[config.mk]
export PLATFORM = sky130hd
export DESIGN_NAME = xgmii_frame_gen
export DESIGN_NICKNAME = d
export VERILOG_FILES = /design/src/rtl/xfg_pkg.sv /design/src/rtl/xfg_rst_sync.sv /design/src/rtl/xfg_seq.sv /design/src/rtl/xfg_payload.sv /design/src/rtl/xfg_word_mux.sv /design/src/rtl/xgmii_frame_gen.sv
export SDC_FILE = /design/constraint.sdc
export NUM_CORES = 1
export LEC_CHECK = 0
export BUFFER_PORTS_ARGS = -buffer_cell sky130_fd_sc_hd__buf_2
export CORE_ASPECT_RATIO = 0.7
export CORE_MARGIN = 2
export CORE_UTILIZATION = 25
export CTS_CLUSTER_SIZE = 16
export DETAILED_ROUTE_END_ITERATION = 8
export PLACE_DENSITY_LB_ADDON = 0.12
export RECOVER_POWER = 25
export SYNTH_ARGS = -nofsm -noshare
export SYNTH_HDL_FRONTEND = slang
export SYNTH_SLANG_ARGS = --single-unit
[constraint.sdc]
create_clock -name clk -period 1.5 [get_ports clk]
set_input_delay 0.15 -clock clk [delete_from_list [all_inputs] [get_ports clk]]
set_output_delay 0.15 -clock clk [all_outputs]
set_load 0.005 [all_outputs]
[src/rtl/xfg_pkg.sv]
package xfg_pkg;

  localparam int unsigned LANES  = 8;
  localparam int unsigned BYTE_W = 8;
  localparam int unsigned WORD_W = LANES * BYTE_W;

  localparam logic [BYTE_W-1:0] CH_IDLE  = 8'h07;
  localparam logic [BYTE_W-1:0] CH_START = 8'hFB;
  localparam logic [BYTE_W-1:0] CH_TERM  = 8'hFD;
  localparam logic [BYTE_W-1:0] CH_PRE   = 8'h55;
  localparam logic [BYTE_W-1:0] CH_SFD   = 8'hD5;

  localparam logic [LANES-1:0] MASK_ALL  = '1;
  localparam logic [LANES-1:0] MASK_NONE = '0;
  localparam logic [LANES-1:0] MASK_LN0  = LANES'(1);

  typedef enum logic [2:0] {
    ST_IDLE,
    ST_HDR,
    ST_PAY,
    ST_TERM,
    ST_GAP
  } xfg_state_e;

  function automatic logic [WORD_W-1:0] fill_word(input logic [BYTE_W-1:0] b);
    fill_word = {LANES{b}};
  endfunction

endpackage

[src/rtl/xfg_rst_sync.sv]
module xfg_rst_sync #(
  parameter int unsigned STAGES = 2
) (
  input  logic clk,
  input  logic rst_n,
  output logic rst_n_sync
);

  logic [STAGES-1:0] chain_q;
  logic [STAGES-1:0] chain_d;

  always_comb begin
    chain_d = {chain_q[STAGES-2:0], 1'b1};
  end

  always_ff @(posedge clk or negedge rst_n) begin
    if (!rst_n) chain_q <= '0;
    else        chain_q <= chain_d;
  end

  assign rst_n_sync = chain_q[STAGES-1];

endmodule

[src/rtl/xfg_seq.sv]
module xfg_seq
  import xfg_pkg::*;
#(
  parameter int unsigned PAYLOAD_WORDS = 8,
  parameter int unsigned GAP_WORDS     = 4
) (
  input  logic       clk,
  input  logic       rst_n,
  input  logic       enable,
  output xfg_state_e state_q,
  output xfg_state_e state_nxt,
  output logic       restart,
  output logic       advance
);

  localparam int unsigned MAX_RUN = (PAYLOAD_WORDS > GAP_WORDS) ? PAYLOAD_WORDS : GAP_WORDS;
  localparam int unsigned CNT_W   = (MAX_RUN > 1) ? $clog2(MAX_RUN) : 1;
  localparam logic [CNT_W-1:0] PAY_LAST = CNT_W'(PAYLOAD_WORDS - 1);
  localparam logic [CNT_W-1:0] GAP_LAST = CNT_W'(GAP_WORDS - 1);

  generate
    if (PAYLOAD_WORDS < 1 || GAP_WORDS < 1) begin : g_bad_len
      $error("xfg_seq: PAYLOAD_WORDS and GAP_WORDS must both be at least 1");
    end
  endgenerate

  logic [CNT_W-1:0] cnt_q;
  logic [CNT_W-1:0] cnt_d;
  logic             cnt_en;
  logic             run_state;

  // Next-state logic
  always_comb begin
    state_nxt = state_q;
    unique case (state_q)
      ST_IDLE: if (enable) state_nxt = ST_HDR;
      ST_HDR:  state_nxt = ST_PAY;
      ST_PAY:  if (cnt_q == PAY_LAST) state_nxt = ST_TERM;
      ST_TERM: state_nxt = ST_GAP;
      ST_GAP:  if (cnt_q == GAP_LAST) state_nxt = enable ? ST_HDR : ST_IDLE;
      default: state_nxt = ST_IDLE;
    endcase
  end

  assign run_state = (state_q == ST_PAY) || (state_q == ST_GAP);

  always_comb begin
    if (run_state && (state_nxt == state_q)) cnt_d = cnt_q + CNT_W'(1);
    else                                     cnt_d = '0;
  end

  assign cnt_en  = (cnt_d != cnt_q);
  assign restart = (state_nxt == ST_HDR);
  assign advance = (state_nxt == ST_PAY);

  // State registers
  always_ff @(posedge clk or negedge rst_n) begin
    if (!rst_n) begin
      state_q <= ST_IDLE;
    end else begin
      state_q <= state_nxt;
    end
  end

  always_ff @(posedge clk or negedge rst_n) begin
    if (!rst_n) begin
      cnt_q <= '0;
    end else if (cnt_en) begin
      cnt_q <= cnt_d;
    end
  end


  idle_hold_chk: assert property (@(posedge clk) disable iff (!rst_n)
    (state_q == ST_IDLE && !enable) |=> (state_q == ST_IDLE));


  term_to_gap_chk: assert property (@(posedge clk) disable iff (!rst_n)
    (state_q == ST_TERM) |=> (state_q == ST_GAP));


  gap_run_chk: assert property (@(posedge clk) disable iff (!rst_n)
    (state_q == ST_GAP) |-> (cnt_q <= GAP_LAST));


  pay_run_chk: assert property (@(posedge clk) disable iff (!rst_n)
    (state_q == ST_PAY) |-> (cnt_q <= PAY_LAST));


  gap_no_start_chk: assert property (@(posedge clk) disable iff (!rst_n)
    (state_q == ST_GAP && cnt_q != GAP_LAST) |=> (state_q == ST_GAP));


  pay_finish_chk: assert property (@(posedge clk) disable iff (!rst_n)
    (state_q == ST_PAY && !enable) |=> (state_q == ST_PAY || state_q == ST_TERM));

endmodule

[src/rtl/xfg_payload.sv]
module xfg_payload
  import xfg_pkg::*;
(
  input  logic              clk,
  input  logic              rst_n,
  input  logic              restart,
  input  logic              advance,
  output logic [WORD_W-1:0] word_o
);

  localparam logic [BYTE_W-1:0] STEP = BYTE_W'(LANES);

  logic [BYTE_W-1:0] base_q;
  logic [BYTE_W-1:0] base_d;
  logic              base_en;

  always_comb begin
    base_d = base_q;
    if (restart)      base_d = '0;
    else if (advance) base_d = base_q + STEP;
  end

  assign base_en = restart || advance;

  always_ff @(posedge clk or negedge rst_n) begin
    if (!rst_n) begin
      base_q <= '0;
    end else if (base_en) begin
      base_q <= base_d;
    end
  end

  // Lane k of the current payload word is the base count plus k, mod 256
  generate
    for (genvar k = 0; k < LANES; k++) begin : g_lane
      assign word_o[k*BYTE_W +: BYTE_W] = base_q + BYTE_W'(k);
    end
  endgenerate

endmodule

[src/rtl/xfg_word_mux.sv]
module xfg_word_mux
  import xfg_pkg::*;
(
  input  logic              clk,
  input  logic              rst_n,
  input  xfg_state_e        state_nxt,
  input  logic [WORD_W-1:0] pay_word,
  output logic [WORD_W-1:0] data_q,
  output logic [LANES-1:0]  ctrl_q
);

  logic [WORD_W-1:0] data_d;
  logic [LANES-1:0]  ctrl_d;

  always_comb begin
    unique case (state_nxt)
      ST_HDR: begin
        data_d = {CH_SFD, {(LANES-2){CH_PRE}}, CH_START};
        ctrl_d = MASK_LN0;
      end
      ST_PAY: begin
        data_d = pay_word;
        ctrl_d = MASK_NONE;
      end
      ST_TERM: begin
        data_d = {{(LANES-1){CH_IDLE}}, CH_TERM};
        ctrl_d = MASK_ALL;
      end
      default: begin
        data_d = fill_word(CH_IDLE);
        ctrl_d = MASK_ALL;
      end
    endcase
  end

  always_ff @(posedge clk or negedge rst_n) begin
    if (!rst_n) begin
      data_q <= fill_word(CH_IDLE);
      ctrl_q <= MASK_ALL;
    end else begin
      data_q <= data_d;
      ctrl_q <= ctrl_d;
    end
  end

endmodule

[src/rtl/xgmii_frame_gen.sv]
module xgmii_frame_gen
  import xfg_pkg::*;
#(
  parameter int unsigned PAYLOAD_WORDS = 8,
  parameter int unsigned GAP_WORDS     = 4
) (
  input  logic              clk,
  input  logic              rst_n,
  input  logic              enable,
  output logic [WORD_W-1:0] txd,
  output logic [LANES-1:0]  txc
);

  logic              rst_n_s;
  xfg_state_e        state_q;
  xfg_state_e        state_nxt;
  logic              restart;
  logic              advance;
  logic [WORD_W-1:0] pay_word;

  xfg_rst_sync #(.STAGES(2)) u_rst (
    .clk        (clk),
    .rst_n      (rst_n),
    .rst_n_sync (rst_n_s)
  );

  xfg_seq #(
    .PAYLOAD_WORDS (PAYLOAD_WORDS),
    .GAP_WORDS     (GAP_WORDS)
  ) u_seq (
    .clk       (clk),
    .rst_n     (rst_n_s),
    .enable    (enable),
    .state_q   (state_q),
    .state_nxt (state_nxt),
    .restart   (restart),
    .advance   (advance)
  );

  xfg_payload u_pay (
    .clk     (clk),
    .rst_n   (rst_n_s),
    .restart (restart),
    .advance (advance),
    .word_o  (pay_word)
  );

  xfg_word_mux u_mux (
    .clk       (clk),
    .rst_n     (rst_n_s),
    .state_nxt (state_nxt),
    .pay_word  (pay_word),
    .data_q    (txd),
    .ctrl_q    (txc)
  );


  generate
    for (genvar k = 1; k < LANES; k++) begin : g_lane_chk
      lane_step_chk: assert property (@(posedge clk) disable iff (!rst_n_s)
        (txc == MASK_NONE) |->
          (txd[k*BYTE_W +: BYTE_W] == txd[(k-1)*BYTE_W +: BYTE_W] + 8'd1));
    end
  endgenerate


  word_step_chk: assert property (@(posedge clk) disable iff (!rst_n_s)
    ($past(txc) == MASK_NONE && txc == MASK_NONE) |->
      (txd[BYTE_W-1:0] == $past(txd[WORD_W-1 -: BYTE_W]) + 8'd1));


  header_chk: assert property (@(posedge clk) disable iff (!rst_n_s)
    (txc == MASK_LN0) |->
      (txd[BYTE_W-1:0] == CH_START && txd[WORD_W-1 -: BYTE_W] == CH_SFD));


  first_byte_chk: assert property (@(posedge clk) disable iff (!rst_n_s)
    ($past(txc) == MASK_LN0) |-> (txc == MASK_NONE && txd[BYTE_W-1:0] == 8'h00));


  term_after_pay_chk: assert property (@(posedge clk) disable iff (!rst_n_s)
    (txc == MASK_ALL && txd[BYTE_W-1:0] == CH_TERM) |-> ($past(txc) == MASK_NONE));

endmodule

==> implementation parameters, run 1 <==
Parameter                              Value

Outcome
  Status ... finished with violations
  Violated checks ... negative setup slack

Setup path
  Endpoint kind of the worst setup timing path ... register
  List of cells traversed by the critical path ... ha_4 > ha_4 > or3b_4 > a21oi_4 > buf_6 > inv_4 > xnor2_1 > and2_1
  Critical path data arrival time ... approximately 2 ns
  Crit path depth ... 8
  Maximum fanout encountered on the critical timing path ... 8
  Family with the most delay on the worst path ... simple AND/OR/NAND/NOR gates
  WS Path Type ... register to register
  Worst Path Buf+Inv ... 2
  Worst endpoint required time ... approximately 1.7 ns
  Worst Reg-to-Reg Cells ... 8
  CP max stage cell ... dfrtp_1
  Kind of start point of the critical path ... register
  Most Frequent Cell on Critical Path ... ha_4
  Critical Path Max Stage Delay ... 0.41 ns

Drt
  Via Count ... about 1200
  Total Wirelength ... between 3000 and 4000 um
  Number of nets still failing antenna checks after routing ... 0
  DRC violation count after routing ... 0
  Vias per inst ... between 3 and 4
  WL per Instance ... between 10 and 15 um
  First-pass detailed-route iteration total ... 4
  Initial DRC Count ... 38

STA
  Max-slew headroom at the worst pin ... 0.366
  Post-route worst setup slack ... -0.267 ns
  Number of setup violations in the final report ... 29
  Period Utilization, post-route ... 1.18
  Max Freq ... 566 MHz
  Slew at the pin closest to its max-slew limit ... between 0.9 and 1 ns
  Worst Clk Skew ... between 0.009 and 0.01 ns
  Setup repair after global routing missed its margin ... yes
  Final slew viol count ... 0
  Number of hold-slack violations in the final timing report ... 0
  Crit path time final ... between 1.5 and 2 ns

Job
  Number of max-cap violations ... 0

Placement
  Worst-case setup slack after placement ... -0.303 ns
  Post-Place Cell Area ... 2150 um2
  Number of input and output port buffers inserted ... ~70
  DP Wirelength ... roughly 2500 um
  RePlAce Congestion ... between 0.7 and 0.8

Die
  DIE WIDTH ... about 110 um
  Core area ... 7190 um2
  Site Rows ... 26
  Initial Utilization ... 0.254
  Die area ... about 8000 um2
  Ports ... 75
  Floorplan die height ... about 76 um

Synth
  Dominant cell type by area after synthesis ... dfrtp_1
  Cell area after synthesis ... around 1800 um2
  Sequential area share after synthesis ... 0.541
  Synth area leaders ... dfrtp_1 40%, buf_4 19%, dfstp_2 14%
  Post-Syn Instances ... approximately 170
  Warning count from the yosys run ... 0
  Ys async rst share ... 1.00
  Most common flop cell mapped by yosys ... dfrtp_1
  Share of Yosys cell area claimed by the top area cell type ... 0.397
  Number of flops mapped to enable cells by yosys ... 0
  Number of distinct library cell variants in the gate-level netlist after synthesis ... 34
  Average footprint of a synthesized cell ... about 11 um2
  Register bit total from synthesis ... 39

Cells and area
  Fraction of layout cells with a size suffix above 1 ... 0.569
  Area growth from synthesis to layout ... 31.2%
  Antenna cell count ... 0
  Final std cell area, no fill ... about 2400 um2
  NumNets Final ... about 230
  Leading cell type in the layout, fill and taps excluded ... buf_2
  Commonest cells after routing, fill and taps aside ... 70 x buf_2, 29 x dfrtp_1, 23 x buf_4, 10 x dfstp_2, 9 x nand2_1
  Final cell utilization of the core ... 0.333

GRT
  Wire length of the first global-routing pass ... approximately 5700 um
  Pin count of the biggest net entering global routing ... 38
  GRT Overall Usage ... 0.0945
  Residual overflow from global routing ... 0
  GRT met1 Usage ... 0.137
  Met2 Usage GRT ... 0.131
  Number of antenna violations at the first check in global routing ... 0
  Vias in the first global route ... between 1000 and 1500
  Layer with the highest usage ... met1
  Met3 capacity usage during global routing ... 0.0257

Clocking
  Clk_lat worst skew ... about 0.29 ns
  Total clock buffers created by CTS ... 5
  Clock slew at reported path FFs ... ~0.080 ns
  Clock root cell ... clkbuf_8
  Maximum clock insertion buffer count ... 2
  Num Clock Sinks ... 39
  TritonCTS clock tree ... done
  H-Tree Depth ... 2

Worst hold path
  Hold Path Depth ... 2
  Min-Delay Path Class ... primary input to register

Power and ir drop
  Worst voltage drop across the vdd grid ... approximately 660 uV
  PD cells ... roughly 2200 nW/um2
  P_leak ... between 1 and 1.5 nW
==> kinds of logic after synthesis <==
kind of cell	share of synthesized area
DFF	0.541
and+or+nand+nor	0.116
adders and majority gates	0.0274
xor gates and xnor gates	0.00959
buffers and inverters	0.223
AOI/OAI and AO/OA	0.0582
other	0.00205
muxes	0.0219
==> sequential cells by signal (all words and copies together) (netlist names) <==
name           cells
u_mux.ctrl_q       2
u_mux.data_q      24
u_pay.base_q       5
u_rst.chain_q      2
u_seq.cnt_q        3
u_seq.state_q      3
==> through the flow <==
step           cells  hold WS (ns)  power, mW  TNS, ns
2_1_floorplan    169        -0.146       3.24    -1.92
3_3_place_gp     310       -0.0628       3.97    -5.00
3_5_place_dp     310       -0.0609       3.94    -5.58
4_1_cts          323        0.0994       5.21    -5.09
5_1_grt          323        0.0973       5.64    -7.10
6_report         323         0.103       5.18    -4.45
==> what timing repair did <==
item | 4_1_cts | 5_1_grt
buffers inserted | 6 | 1
cloned | 0 | 0
endpoints found under the setup margin | 30 | 31
resized for setup | 10 | 6
hold buffers | 1 | 0
pin swaps | 9 | 5
endpoints found under the hold margin | 2 | 0
==> layer usage <==
metal	routed length (um)	share of wire
met1	1820	0.53
met2	1390	0.40
met3	192	0.056
met4	42	0.012
met5	0	0
==> synth_stat cells (all sizes together), types with 2 or more instances <==
cell     n
buf     49
dfrtp   29
nand2   11
dfstp   10
inv      8
nor2     8
and2     6
nand2b   5
ha       4
mux2i    4
a21oi    3
clkbuf   3
nand3    3
o32a     3
nand3b   2
nor3b    2
o21ai    2
==> worst paths after layout <==
path                                        from                to  slack, ns
worst max-delay path              u_seq.cnt_q[1]   u_pay.base_q[3]      -0.27
max in group asynchronous       u_rst.chain_q[1]  u_mux.data_q[13]       0.44
min in group asynchronous                  rst_n  u_rst.chain_q[0]       0.18
worst min register to register  u_rst.chain_q[0]  u_rst.chain_q[1]       0.35
worst min-delay path                      enable  u_mux.data_q[49]       0.10
worst max register to register    u_seq.cnt_q[1]   u_pay.base_q[3]      -0.27
==> where the power goes <==
part	switching, mW	internal, mW
Clock	0.386	0.664
Combinational	1.04	1.34
Sequential	0.242	1.52
Total	1.67	3.52
==> final cells by class <==
class / count / area (um2)
Timing Repair Buffer: 100 / 596
Clock buffer: 5 / 68.8
Multi-Input combinational cell: 70 / 520
Clock inverter: 3 / 67.6
Fill cell: 728 / 4790
Inverter: 8 / 32.5
Sequential cell: 39 / 988
Tap cell: 98 / 123
Note: power is estimated with default switching activity, not from simulation.
==> run 2: changes to the inputs <==
--- a/config.mk
+++ b/config.mk
@@ -11,8 +11,7 @@
 export CORE_UTILIZATION = 25
 export CTS_CLUSTER_SIZE = 16
 export DETAILED_ROUTE_END_ITERATION = 8
-export PLACE_DENSITY_LB_ADDON = 0.12
-export RECOVER_POWER = 25
+export PLACE_DENSITY = 0.59
 export SYNTH_ARGS = -nofsm -noshare
 export SYNTH_HDL_FRONTEND = slang
 export SYNTH_SLANG_ARGS = --single-unit
==> implementation parameters, run 2 (synthesized netlist as in run 1, its figures left out) <==
Parameter                              Value

Setup path
  Maximum fanout encountered on the critical timing path ... 5
  Critical path data arrival time ... 1.98 ns
  Worst endpoint required time ... between 1.5 and 2 ns
  Endpoint kind of the worst setup timing path ... register
  WS Path Type ... register to register
  Kind of start point of the critical path ... register
  Setup slack, reg-to-reg ... -0.29 ns

Clocking
  Clock root cell ... clkbuf_8
  Num Clock Sinks ... 39
  Clk_lat worst skew ... 0.29 ns
  Maximum clock insertion buffer count ... 2
  TritonCTS clock tree ... done
  Clock slew at reported path FFs ... around 0.080 ns
  H-Tree Depth ... 2
  Total clock buffers created by CTS ... 5

Die
  Core area ... between 7000 and 8000 um2
  Die area ... 8020 um2
  Floorplan die height ... 75.5 um
  Ports ... between 70 and 80
  Site Rows ... 26
  Initial Utilization ... 0.254
  DIE WIDTH ... about 110 um

Drt
  DRC violation count after routing ... 0
  First-pass detailed-route iteration total ... 4
  Total Wirelength ... ~3400 um
  Vias per inst ... between 3 and 4
  Via Count ... approximately 1200
  WL per Instance ... between 10 and 15 um
  Initial DRC Count ... 35
  Number of nets still failing antenna checks after routing ... 0

Cells and area
  NumNets Final ... about 230
  Fraction of layout cells with a size suffix above 1 ... 0.592
  Largest reg by FF count ... u_mux.data_q
  Antenna cell count ... 0
  Fill count ... 730
  Largest register FFs ... 24
  Area of the multi-input gates ... about 570 um2
  Non-filler instance count after layout ... 321
  Leading cell type in the layout, fill and taps excluded ... buf_2
  Commonest cells after routing, fill and taps aside ... 71 x buf_2, 29 x dfrtp_1, 18 x buf_4, 10 x nand2_1, 10 x dfstp_2
  Area growth from synthesis to layout ... 32.7%
  Regs by FF count ... u_mux.data_q x24, u_pay.base_q x5
  Final cell utilization of the core ... 0.337
  Area taken by flip-flops and latches ... ~990 um2

Outcome
  Violated checks ... negative setup slack
  Status ... finished with violations

STA
  Crit path time final ... about 1.8 ns
  Worst Clk Skew ... 0.00779 ns
  Max Freq ... around 560 MHz
  Setup repair after global routing missed its margin ... yes
  Number of setup violations in the final report ... 32
  Number of hold-slack violations in the final timing report ... 0
  Final slew viol count ... 0
  Post-route worst setup slack ... -0.294 ns
  Period Utilization, post-route ... 1.20

Power and ir drop
  Int Pwr ... 3.37 mW
  Sw power ... around 1.7 mW
  Part of the total power dissipated in sequential elements ... 0.350
  PD cells ... between 2000 and 2500 nW/um2
  P_leak ... about 1.3 nW
  Switching part of the total power ... 0.337
  Part of the total power dissipated in the clock network ... 0.173
  Worst voltage drop across the vdd grid ... a little over 600 uV
  Part of the total power dissipated in combinational logic ... 0.477

Placement
  DP Wirelength ... between 2000 and 2500 um
  Number of input and output port buffers inserted ... ~70
  RePlAce Congestion ... slightly above 0.8
  Placed instance count ... a little over 300

GRT
  Residual overflow from global routing ... 0
  Number of antenna violations at the first check in global routing ... 0
  GRT Overall Usage ... 0.0868
  Wire length of the first global-routing pass ... just over 5000 um
  Vias in the first global route ... approximately 1100
  Pin count of the biggest net entering global routing ... 37

Job
  Number of max-cap violations ... 0

Worst hold path
  Min-Delay Path Class ... primary input to register
-- run 2: final timing paths --
path / from / end / cells after the start
max: u_seq.cnt_q[0] / u_pay.base_q[3] / 8
min: enable / u_mux.data_q[49] / 2
max reg2reg: u_seq.cnt_q[0] / u_pay.base_q[3] / 8
min reg2reg: u_rst.chain_q[1] / u_mux.data_q[56] / 0
max in group asynchronous: u_rst.chain_q[1] / u_mux.data_q[49] / 1
min in group asynchronous: rst_n / u_rst.chain_q[0] / 2
-- run 2: stage by stage --
| stage | worst slack, ns | hold slack (ns) | area, um2 | power, mW | setup TNS, ns |
|---|---|---|---|---|---|
| floorplan | -0.266 | -0.146 | 1860 | 3.24 | -1.92 |
| global placement | -0.272 | -0.0643 | 2090 | 3.75 | -3.73 |
| detailed placement | -0.303 | -0.0636 | 2090 | 3.76 | -4.66 |
| CTS | -0.286 | 0.101 | 2310 | 4.86 | -4.82 |
| global route | -0.354 | 0.131 | 2420 | 5.49 | -7.62 |
| finish | -0.294 | 0.131 | 2420 | 5.08 | -5.80 |
-- run 2: critical path, cell delays in order (launching register included) --
cell     delay [ns]
dfrtp_1        0.42
ha_4           0.19
ha_4           0.15
or3b_4         0.40
a21oi_4        0.14
buf_6          0.13
inv_4          0.04
xnor2_1        0.10
and2_1         0.13
-- run 2: what timing repair did --
item,4_1_cts,5_1_grt
hold buffers,1,0
cloned,0,1
gates resized for setup,17,12
endpoints found under the hold margin,2,0
setup endpoints to repair,29,32
pin swaps,8,11
buffers inserted,5,6
-- run 2: power by group through the flow --
stage / clock, mW / sequential, mW / combinational (mW)
floorplan: 0 / 1.81 / 1.43
global placement: 0 / 1.77 / 1.99
detailed placement: 0 / 1.78 / 1.98
CTS: 0.898 / 1.79 / 2.18
global route: 0.955 / 1.85 / 2.69
finish: 0.877 / 1.78 / 2.42
-- run 2: layout make-up --
| type | count | area share |
|---|---|---|
| Timing Repair Buffer | 98 | 0.247 |
| Tap cell | 98 | 0.0506 |
| Inverter | 8 | 0.0134 |
| Clock inverter | 3 | 0.0181 |
| Clock buffer | 5 | 0.0284 |
| Sequential cell | 39 | 0.408 |
| Multi-Input combinational cell | 70 | 0.235 |
-- run 2: layer usage --
metal / vias up / share of wire / track usage
li1: 587 / - / -
met1: 589 / 0.43 / 0.0966
met2: 49 / 0.48 / 0.154
met3: 5 / 0.076 / 0.0308
met4: 0 / 0.013 / 0.0395
met5: - / 0 / 0
